File: config.mk
export PLATFORM = sky130hd
export DESIGN_NAME = memport_ctrl
export DESIGN_NICKNAME = d
export VERILOG_FILES = /design/src/rtl/memport_pkg.sv /design/src/rtl/memport_word_port.sv /design/src/rtl/memport_byte_port.sv /design/src/rtl/memport_bmux.sv /design/src/rtl/memport_ctrl.sv
export SDC_FILE = /design/constraint.sdc
export NUM_CORES = 1
export LEC_CHECK = 0
export ABC_CLOCK_PERIOD_IN_PS = 1300
export BUFFER_PORTS_ARGS = -buffer_cell sky130_fd_sc_hd__buf_4
export CORE_UTILIZATION = 48
export DETAILED_ROUTE_END_ITERATION = 8
export PLACE_DENSITY = 0.73
export SLEW_MARGIN = 10
export SYNTH_ARGS = -nofsm -noshare
export SYNTH_HDL_FRONTEND = slang
export SYNTH_SLANG_ARGS = --single-unit
File: constraint.sdc
create_clock -name clk -period 1.3 [get_ports clk]
set_input_delay 0.325 -clock clk [delete_from_list [all_inputs] [get_ports clk]]
set_output_delay 0.325 -clock clk [all_outputs]
set_load 0.05 [all_outputs]
File: src/rtl/memport_pkg.sv
package memport_pkg;
   localparam int OP_FETCH_BIT = 0;
   localparam int OP_READ_BIT  = 1;
   localparam int OP_WRITE_BIT = 2;

   typedef enum logic [1:0] {
      BSRC_DATA   = 2'd0,
      BSRC_PC     = 2'd1,
      BSRC_BYTE_U = 2'd2,
      BSRC_BYTE_S = 2'd3
   } bsrc_e;
endpackage

File: src/rtl/memport_word_port.sv
module memport_word_port #(
   parameter int DATA_W = 32,
   parameter int AW     = 32
) (
   input  logic              clk,
   input  logic              rst_n,
   input  logic              op_rd,
   input  logic              op_wr,
   input  logic [DATA_W-1:0] c_bus,
   input  logic [AW-1:0]     c_addr,
   input  logic              ld_addr,
   input  logic              ld_data,
   input  logic [DATA_W-1:0] mem_rdata,
   output logic [AW-1:0]     mem_addr,
   output logic              mem_rd,
   output logic              mem_wr,
   output logic [DATA_W-1:0] mem_wdata,
   output logic [DATA_W-1:0] data_q
);
   localparam int BYTES = DATA_W / 8;
   localparam int SHIFT = $clog2(BYTES);

   logic [AW-1:0]     waddr_q;
   logic [AW-1:0]     req_addr_q;
   logic [DATA_W-1:0] req_wdata_q;
   logic              rd_q, wr_q;

   always_ff @(posedge clk) begin
      if (!rst_n) begin
         waddr_q     <= '0;
         data_q      <= '0;
         req_addr_q  <= '0;
         req_wdata_q <= '0;
         rd_q        <= 1'b0;
         wr_q        <= 1'b0;
      end else begin
         rd_q <= op_rd;
         wr_q <= op_wr;
         if (op_rd || op_wr)
            req_addr_q <= waddr_q << SHIFT;
         if (op_wr)
            req_wdata_q <= data_q;
         if (ld_addr)
            waddr_q <= c_addr;
         if (rd_q)
            data_q <= mem_rdata;
         else if (ld_data)
            data_q <= c_bus;
      end
   end

   assign mem_addr  = req_addr_q;
   assign mem_rd    = rd_q;
   assign mem_wr    = wr_q;
   assign mem_wdata = req_wdata_q;

   p_no_rd_wr_r2: assert property (@(posedge clk) disable iff (!rst_n)
      !(op_rd && op_wr));
   p_rd_issue_r3: assert property (@(posedge clk) disable iff (!rst_n)
      op_rd |=> (mem_rd && mem_addr == ($past(waddr_q) << SHIFT)));
   p_rd_land_r3: assert property (@(posedge clk) disable iff (!rst_n)
      mem_rd |=> (data_q == $past(mem_rdata)));
   p_wr_issue_r4: assert property (@(posedge clk) disable iff (!rst_n)
      op_wr |=> (mem_wr && mem_wdata == $past(data_q)));
   p_data_hold_r10: assert property (@(posedge clk) disable iff (!rst_n)
      (!mem_rd && !ld_data) |=> $stable(data_q));
endmodule

File: src/rtl/memport_byte_port.sv
module memport_byte_port #(
   parameter int AW = 32
) (
   input  logic          clk,
   input  logic          rst_n,
   input  logic          op_fetch,
   input  logic [AW-1:0] c_addr,
   input  logic          ld_pc,
   input  logic [7:0]    fetch_byte,
   output logic [AW-1:0] fetch_addr,
   output logic          fetch_en,
   output logic [AW-1:0] pc_q,
   output logic [7:0]    ibyte_q
);
   logic [AW-1:0] req_pc_q;
   logic          fe_q;

   always_ff @(posedge clk) begin
      if (!rst_n) begin
         pc_q     <= '0;
         ibyte_q  <= '0;
         req_pc_q <= '0;
         fe_q     <= 1'b0;
      end else begin
         fe_q <= op_fetch;
         if (op_fetch)
            req_pc_q <= pc_q;
         if (ld_pc)
            pc_q <= c_addr;
         if (fe_q)
            ibyte_q <= fetch_byte;
      end
   end

   assign fetch_addr = req_pc_q;
   assign fetch_en   = fe_q;

   p_fetch_issue_r5: assert property (@(posedge clk) disable iff (!rst_n)
      op_fetch |=> (fetch_en && fetch_addr == $past(pc_q)));
   p_fetch_land_r5: assert property (@(posedge clk) disable iff (!rst_n)
      fetch_en |=> (ibyte_q == $past(fetch_byte)));
   p_byte_hold_r10: assert property (@(posedge clk) disable iff (!rst_n)
      !fetch_en |=> $stable(ibyte_q));
   p_pc_hold_r10: assert property (@(posedge clk) disable iff (!rst_n)
      !ld_pc |=> $stable(pc_q));
endmodule

File: src/rtl/memport_bmux.sv
module memport_bmux
   import memport_pkg::*;
#(
   parameter int DATA_W   = 32,
   parameter int AW       = 32,
   parameter bit HAS_SEXT = 1'b1
) (
   input  logic              clk,
   input  logic              rst_n,
   input  logic [1:0]        bsrc,
   input  logic [DATA_W-1:0] data_q,
   input  logic [AW-1:0]     pc_q,
   input  logic [7:0]        ibyte_q,
   output logic [DATA_W-1:0] b_bus
);
   logic [DATA_W-1:0] byte_u, byte_s;
   bsrc_e             sel;

   assign sel    = bsrc_e'(bsrc);
   assign byte_u = DATA_W'(ibyte_q);

   generate
      if (HAS_SEXT) begin : g_sext
         assign byte_s = {{(DATA_W-8){ibyte_q[7]}}, ibyte_q};
      end else begin : g_zext_only
         assign byte_s = byte_u;
      end
   endgenerate

   always_comb begin
      unique case (sel)
         BSRC_DATA:   b_bus = data_q;
         BSRC_PC:     b_bus = DATA_W'(pc_q);
         BSRC_BYTE_U: b_bus = byte_u;
         BSRC_BYTE_S: b_bus = byte_s;
         default:     b_bus = '0;
      endcase
   end

   p_zext_r9: assert property (@(posedge clk) disable iff (!rst_n)
      (sel == BSRC_BYTE_U) |-> (b_bus[DATA_W-1:8] == '0 && b_bus[7:0] == ibyte_q));
   p_sext_r9: assert property (@(posedge clk) disable iff (!rst_n)
      (sel == BSRC_BYTE_S && HAS_SEXT) |->
         (b_bus[7:0] == ibyte_q && $countones(b_bus[DATA_W-1:8]) == (ibyte_q[7] ? DATA_W-8 : 0)));
endmodule

File: src/rtl/memport_ctrl.sv
module memport_ctrl
   import memport_pkg::*;
#(
   parameter int DATA_W   = 32,
   parameter int AW       = 32,
   parameter bit HAS_SEXT = 1'b1
) (
   input  logic              clk,
   input  logic              rst_n,
   input  logic [2:0]        mem_op,
   input  logic [DATA_W-1:0] c_bus,
   input  logic              ld_addr,
   input  logic              ld_data,
   input  logic              ld_pc,
   input  logic [1:0]        bsrc,
   output logic [DATA_W-1:0] b_bus,
   output logic [AW-1:0]     mem_addr,
   output logic              mem_rd,
   output logic              mem_wr,
   output logic [DATA_W-1:0] mem_wdata,
   input  logic [DATA_W-1:0] mem_rdata,
   output logic [AW-1:0]     fetch_addr,
   output logic              fetch_en,
   input  logic [7:0]        fetch_byte
);
   localparam int SHIFT = $clog2(DATA_W / 8);

   generate
      if (DATA_W % 8 != 0 || DATA_W < 16) begin : g_bad_data_w
         $error("memport_ctrl: DATA_W must be a multiple of 8 and at least 16");
      end
      if (AW > DATA_W || AW <= SHIFT) begin : g_bad_aw
         $error("memport_ctrl: AW must exceed the byte shift and fit in DATA_W");
      end
   endgenerate

   logic [DATA_W-1:0] data_q;
   logic [AW-1:0]     pc_q;
   logic [7:0]        ibyte_q;
   logic [AW-1:0]     c_addr;

   assign c_addr = c_bus[AW-1:0];

   memport_word_port #(.DATA_W(DATA_W), .AW(AW)) u_word (
      .clk       (clk),
      .rst_n     (rst_n),
      .op_rd     (mem_op[OP_READ_BIT]),
      .op_wr     (mem_op[OP_WRITE_BIT]),
      .c_bus     (c_bus),
      .c_addr    (c_addr),
      .ld_addr   (ld_addr),
      .ld_data   (ld_data),
      .mem_rdata (mem_rdata),
      .mem_addr  (mem_addr),
      .mem_rd    (mem_rd),
      .mem_wr    (mem_wr),
      .mem_wdata (mem_wdata),
      .data_q    (data_q)
   );

   memport_byte_port #(.AW(AW)) u_byte (
      .clk        (clk),
      .rst_n      (rst_n),
      .op_fetch   (mem_op[OP_FETCH_BIT]),
      .c_addr     (c_addr),
      .ld_pc      (ld_pc),
      .fetch_byte (fetch_byte),
      .fetch_addr (fetch_addr),
      .fetch_en   (fetch_en),
      .pc_q       (pc_q),
      .ibyte_q    (ibyte_q)
   );

   memport_bmux #(.DATA_W(DATA_W), .AW(AW), .HAS_SEXT(HAS_SEXT)) u_bmux (
      .clk     (clk),
      .rst_n   (rst_n),
      .bsrc    (bsrc),
      .data_q  (data_q),
      .pc_q    (pc_q),
      .ibyte_q (ibyte_q),
      .b_bus   (b_bus)
   );

   p_idle_r2: assert property (@(posedge clk) disable iff (!rst_n)
      (mem_op == 3'b000) |=> (!mem_rd && !mem_wr && !fetch_en));
   p_wr_fetch_r8: assert property (@(posedge clk) disable iff (!rst_n)
      (mem_op == 3'b101) |=> (mem_wr && fetch_en && !mem_rd));
endmodule

==> flow_metrics.py <==
metrics = {
    "outcome": {
        "status": "complete, but fails checks",
        "violations": "setup timing",
    },
    "synth": {
        "avgSynthCellArea_um2": 10.72,
        "netlist_instances": 804,
        "synth_largest_area_cell": "dfxtp_1",
        "yosys.cell_types.count": 20,
        "ys_ff_latch": 199,
        "synthTopCellsByCount": "dfxtp_1 (199), mux2i_1 (166), nor2b_1 (134)",
        "seq_area_frac_synth": 0.4621,
        "synthMostInstantiatedCell": "dfxtp_1",
        "synth_edf_count": 0,
        "synth_flop_cell": "dfxtp_1",
        "async_reset_ff_frac": 0,
        "yosysWarnings": 0,
        "synth_top_area_frac": 0.4621,
        "synth_top_cells_by_area": "dfxtp_1 (46%), mux2i_1 (19%), nor2b_1 (9.7%), o211a_1 (3.7%), o21ai_0 (3.6%)",
        "netlist_area_um2": 8621,
    },
    "clock_tree": {
        "cts_made_buffers": 17,
        "clock_latency_ns": 0.43,
        "h-tree-depth": 4,
        "clockBufferDepth": 2,
        "cts.sinks": 199,
        "holdBufCountCts": 0,
        "path_clk_slew_ns": 0.07,
        "cts_tree": "yes",
        "cts_root_buf": "clkbuf_16",
    },
    "worst_setup_path": {
        "cp_slowest_stage_delay_ns": 0.36,
        "path_cells": "nand3_4, buf_12, o21ai_4, buf_6",
        "regToRegSetupSlack_ns": 0.20,
        "crit_path_start": "u_byte.ibyte_q[7]$_SDFFE_PN0P_",
        "worst-path-buf-inv": 2,
        "critical_path_required_ns": 0.98,
        "r2r_end": "u_word.data_q[7]$_SDFFE_PN0P_",
        "critPathTopFamily": "buffers and inverters",
        "worst-setup-path-type": "register to output pin",
        "r2r_start": "u_word.mem_rd$_SDFF_PN0_",
        "startpoint_type": "register",
        "reg2regPathDepth": 4,
        "slowest_stage": "dfxtp_2",
        "end_kind": "output pin",
        "path_max_fanout": 10,
        "crit_arrival_ns": 1.39,
    },
    "global_routing": {
        "track_usage": 0.2556,
        "grt_pass1_vias": 6711,
        "grt_overflow": 0,
        "antenna_found_initial": 0,
        "grt_max_degree": 59,
        "grt_pass1_wl_mm": 36.27,
    },
    "floorplanning": {
        "fp.dieW_um": 136.0,
        "ios": 213,
        "die_area_um2": 18500,
        "start_util": 0.4950,
        "die_h_um": 136.0,
        "num_rows": 48,
        "coreArea_um2": 17420,
    },
    "placement": {
        "io_buffers": 210,
        "hpwl_mm": 15.81,
        "gp_congestion": 0.7943,
    },
    "sta": {
        "holdWs_ns": 0.1600,
        "final-setup-viol-count": 32,
        "finalCritPeriodShare": 1.318,
        "rsz0062_at_grt": "yes",
        "max_freq_mhz": 583.4,
        "fin_skew_ns": 0.008254,
        "period_needed_ns": 1.714,
        "hold_viol_final": 0,
        "fin_setup_tns_ns": -11.22,
        "finalWorstSetupSlack_ns": -0.4140,
        "slew_violations": 0,
    },
    "route": {
        "via_count": 6575,
        "wirelength_mm": 23.18,
        "drc": 0,
        "viasPerCell": 5.222,
        "drt-pass1-iter-count": 7,
        "drt_iter0_markers": 273,
        "wl_per_cell_um": 18.41,
        "ant_nets": 0,
    },
    "pwr": {
        "power_density_nw_per_um2": 1176,
        "max-vdd-ir-drop_uv": 918.4,
        "p_leak_nw": 5.556,
    },
    "run": {
        "maxCapViolations": 0,
    },
    "layout": {
        "drive_above_1_share": 0.4478,
        "areaGrowthSynthToFinish_pct": 45.88,
        "n_antenna_cell": 0,
        "final_nets": 1103,
    },
    "hold_path": {
        "worstHoldPathType": "primary input to register",
        "min_to": "u_byte.ibyte_q[2]$_SDFFE_PN0P_",
        "hp-start": "fetch_byte[2]",
        "hold-path-cell-count": 3,
    },
}
==> report_power, final <==
part / total, mW / leakage (nW) / internal [mW] / switching [mW]
Clock: 5.12 / 0.269 / 2.80 / 2.31
Sequential: 6.70 / 1.68 / 6.45 / 0.254
Combinational: 2.97 / 3.61 / 1.36 / 1.61
==> how the worst max path moves through the flow <==
stage,endpoint,slack (ns),depth (start not counted)
6_report,b_bus[15],-0.41,4
5_1_grt,b_bus[13],-0.46,4
4_1_cts,b_bus[19],-0.44,4
3_5_place_dp,b_bus[18],-0.29,5
3_3_place_gp,b_bus[18],-0.26,5
2_1_floorplan,b_bus[11],-0.12,4
==> final cells by class <==
cell class / instances / area (um2)
fill: 1241 / 4841
multi-input combinational: 532 / 4725
sequential: 199 / 4130
timing repair buffer: 271 / 2869
clock buffer: 22 / 474.2
tap: 225 / 281.5
clock inverter: 10 / 96.34
==> sequential cells by signal, summed over array words and instances (netlist names) <==
| register | count |
|---|---|
| u_byte.pc_q | 32 |
| u_word.waddr_q | 30 |
| u_word.mem_wr | 1 |
| u_byte.fetch_en | 1 |
| u_word.mem_rd | 1 |
| u_byte.fetch_addr | 32 |
| u_byte.ibyte_q | 8 |
| u_word.mem_wdata | 32 |
| u_word.data_q | 32 |
| u_word.mem_addr | 30 |
==> repair_timing <==
item | 4_1_cts | 5_1_grt
pin swaps | 2 | 2
gates resized for setup | 187 | 77
setup endpoints to repair | 112 | 94
setup buffers | 15 | 1
gates cloned | 0 | 0
==> cell usage in the layout (no fill, tap or decap), drive strengths merged <==
cell	netlist	layout
bufinv	0	1
nor2b	134	134
conb	1	2
nand2b	32	32
dfxtp	199	199
or3b	30	30
o21ai	62	62
a21boi	30	30
mux2i	166	166
nand3	1	1
clkinvlp	0	4
buf	37	271
mux2	32	32
clkinv	0	4
o211a	32	32
and2	3	3
inv	0	1
clkbuf	37	22
nand2	8	8
==> routing by layer <==
metal,part of all wire,GRT usage,up-vias
li1,-,-,3216
met1,0.44,0.3173,3174
met2,0.50,0.4377,156
met3,0.045,0.05183,29
met4,0.018,0.08827,0
met5,0,0,-
==> kinds of logic (layout without fill, tap and decap cells) <==
group / count (synthesis) / in the layout / synth area share
compound gates: 124 / 124 / 0.09927
buf+inv: 74 / 303 / 0.04644
simple gates: 208 / 208 / 0.1572
flops: 199 / 199 / 0.4621
mux: 198 / 198 / 0.2345
other cells: 1 / 2 / 0.0004350
==> worst min-delay path: stages <==
cell	delay, ns
buf_4	0.08
mux2i_1	0.05
nor2b_1	0.10
==> per-stage QoR <==
| step | cell area [um2] | setup slack, ns | std cells | power (mW) | util |
|---|---|---|---|---|---|
| after floorplan | 9062 | -0.1216 | 805 | 8.580 | - |
| after global placement | 11120 | -0.2560 | 1212 | 9.487 | 0.6384 |
| after detailed placement | 11120 | -0.2919 | 1212 | 9.517 | 0.6384 |
| after CTS | 12390 | -0.4365 | 1258 | 14.84 | 0.7114 |
| after global routing | 12580 | -0.4621 | 1259 | 15.32 | 0.7221 |
| final | 12580 | -0.4140 | 1259 | 14.79 | 0.7221 |
Power figures use the tool's default switching activity.
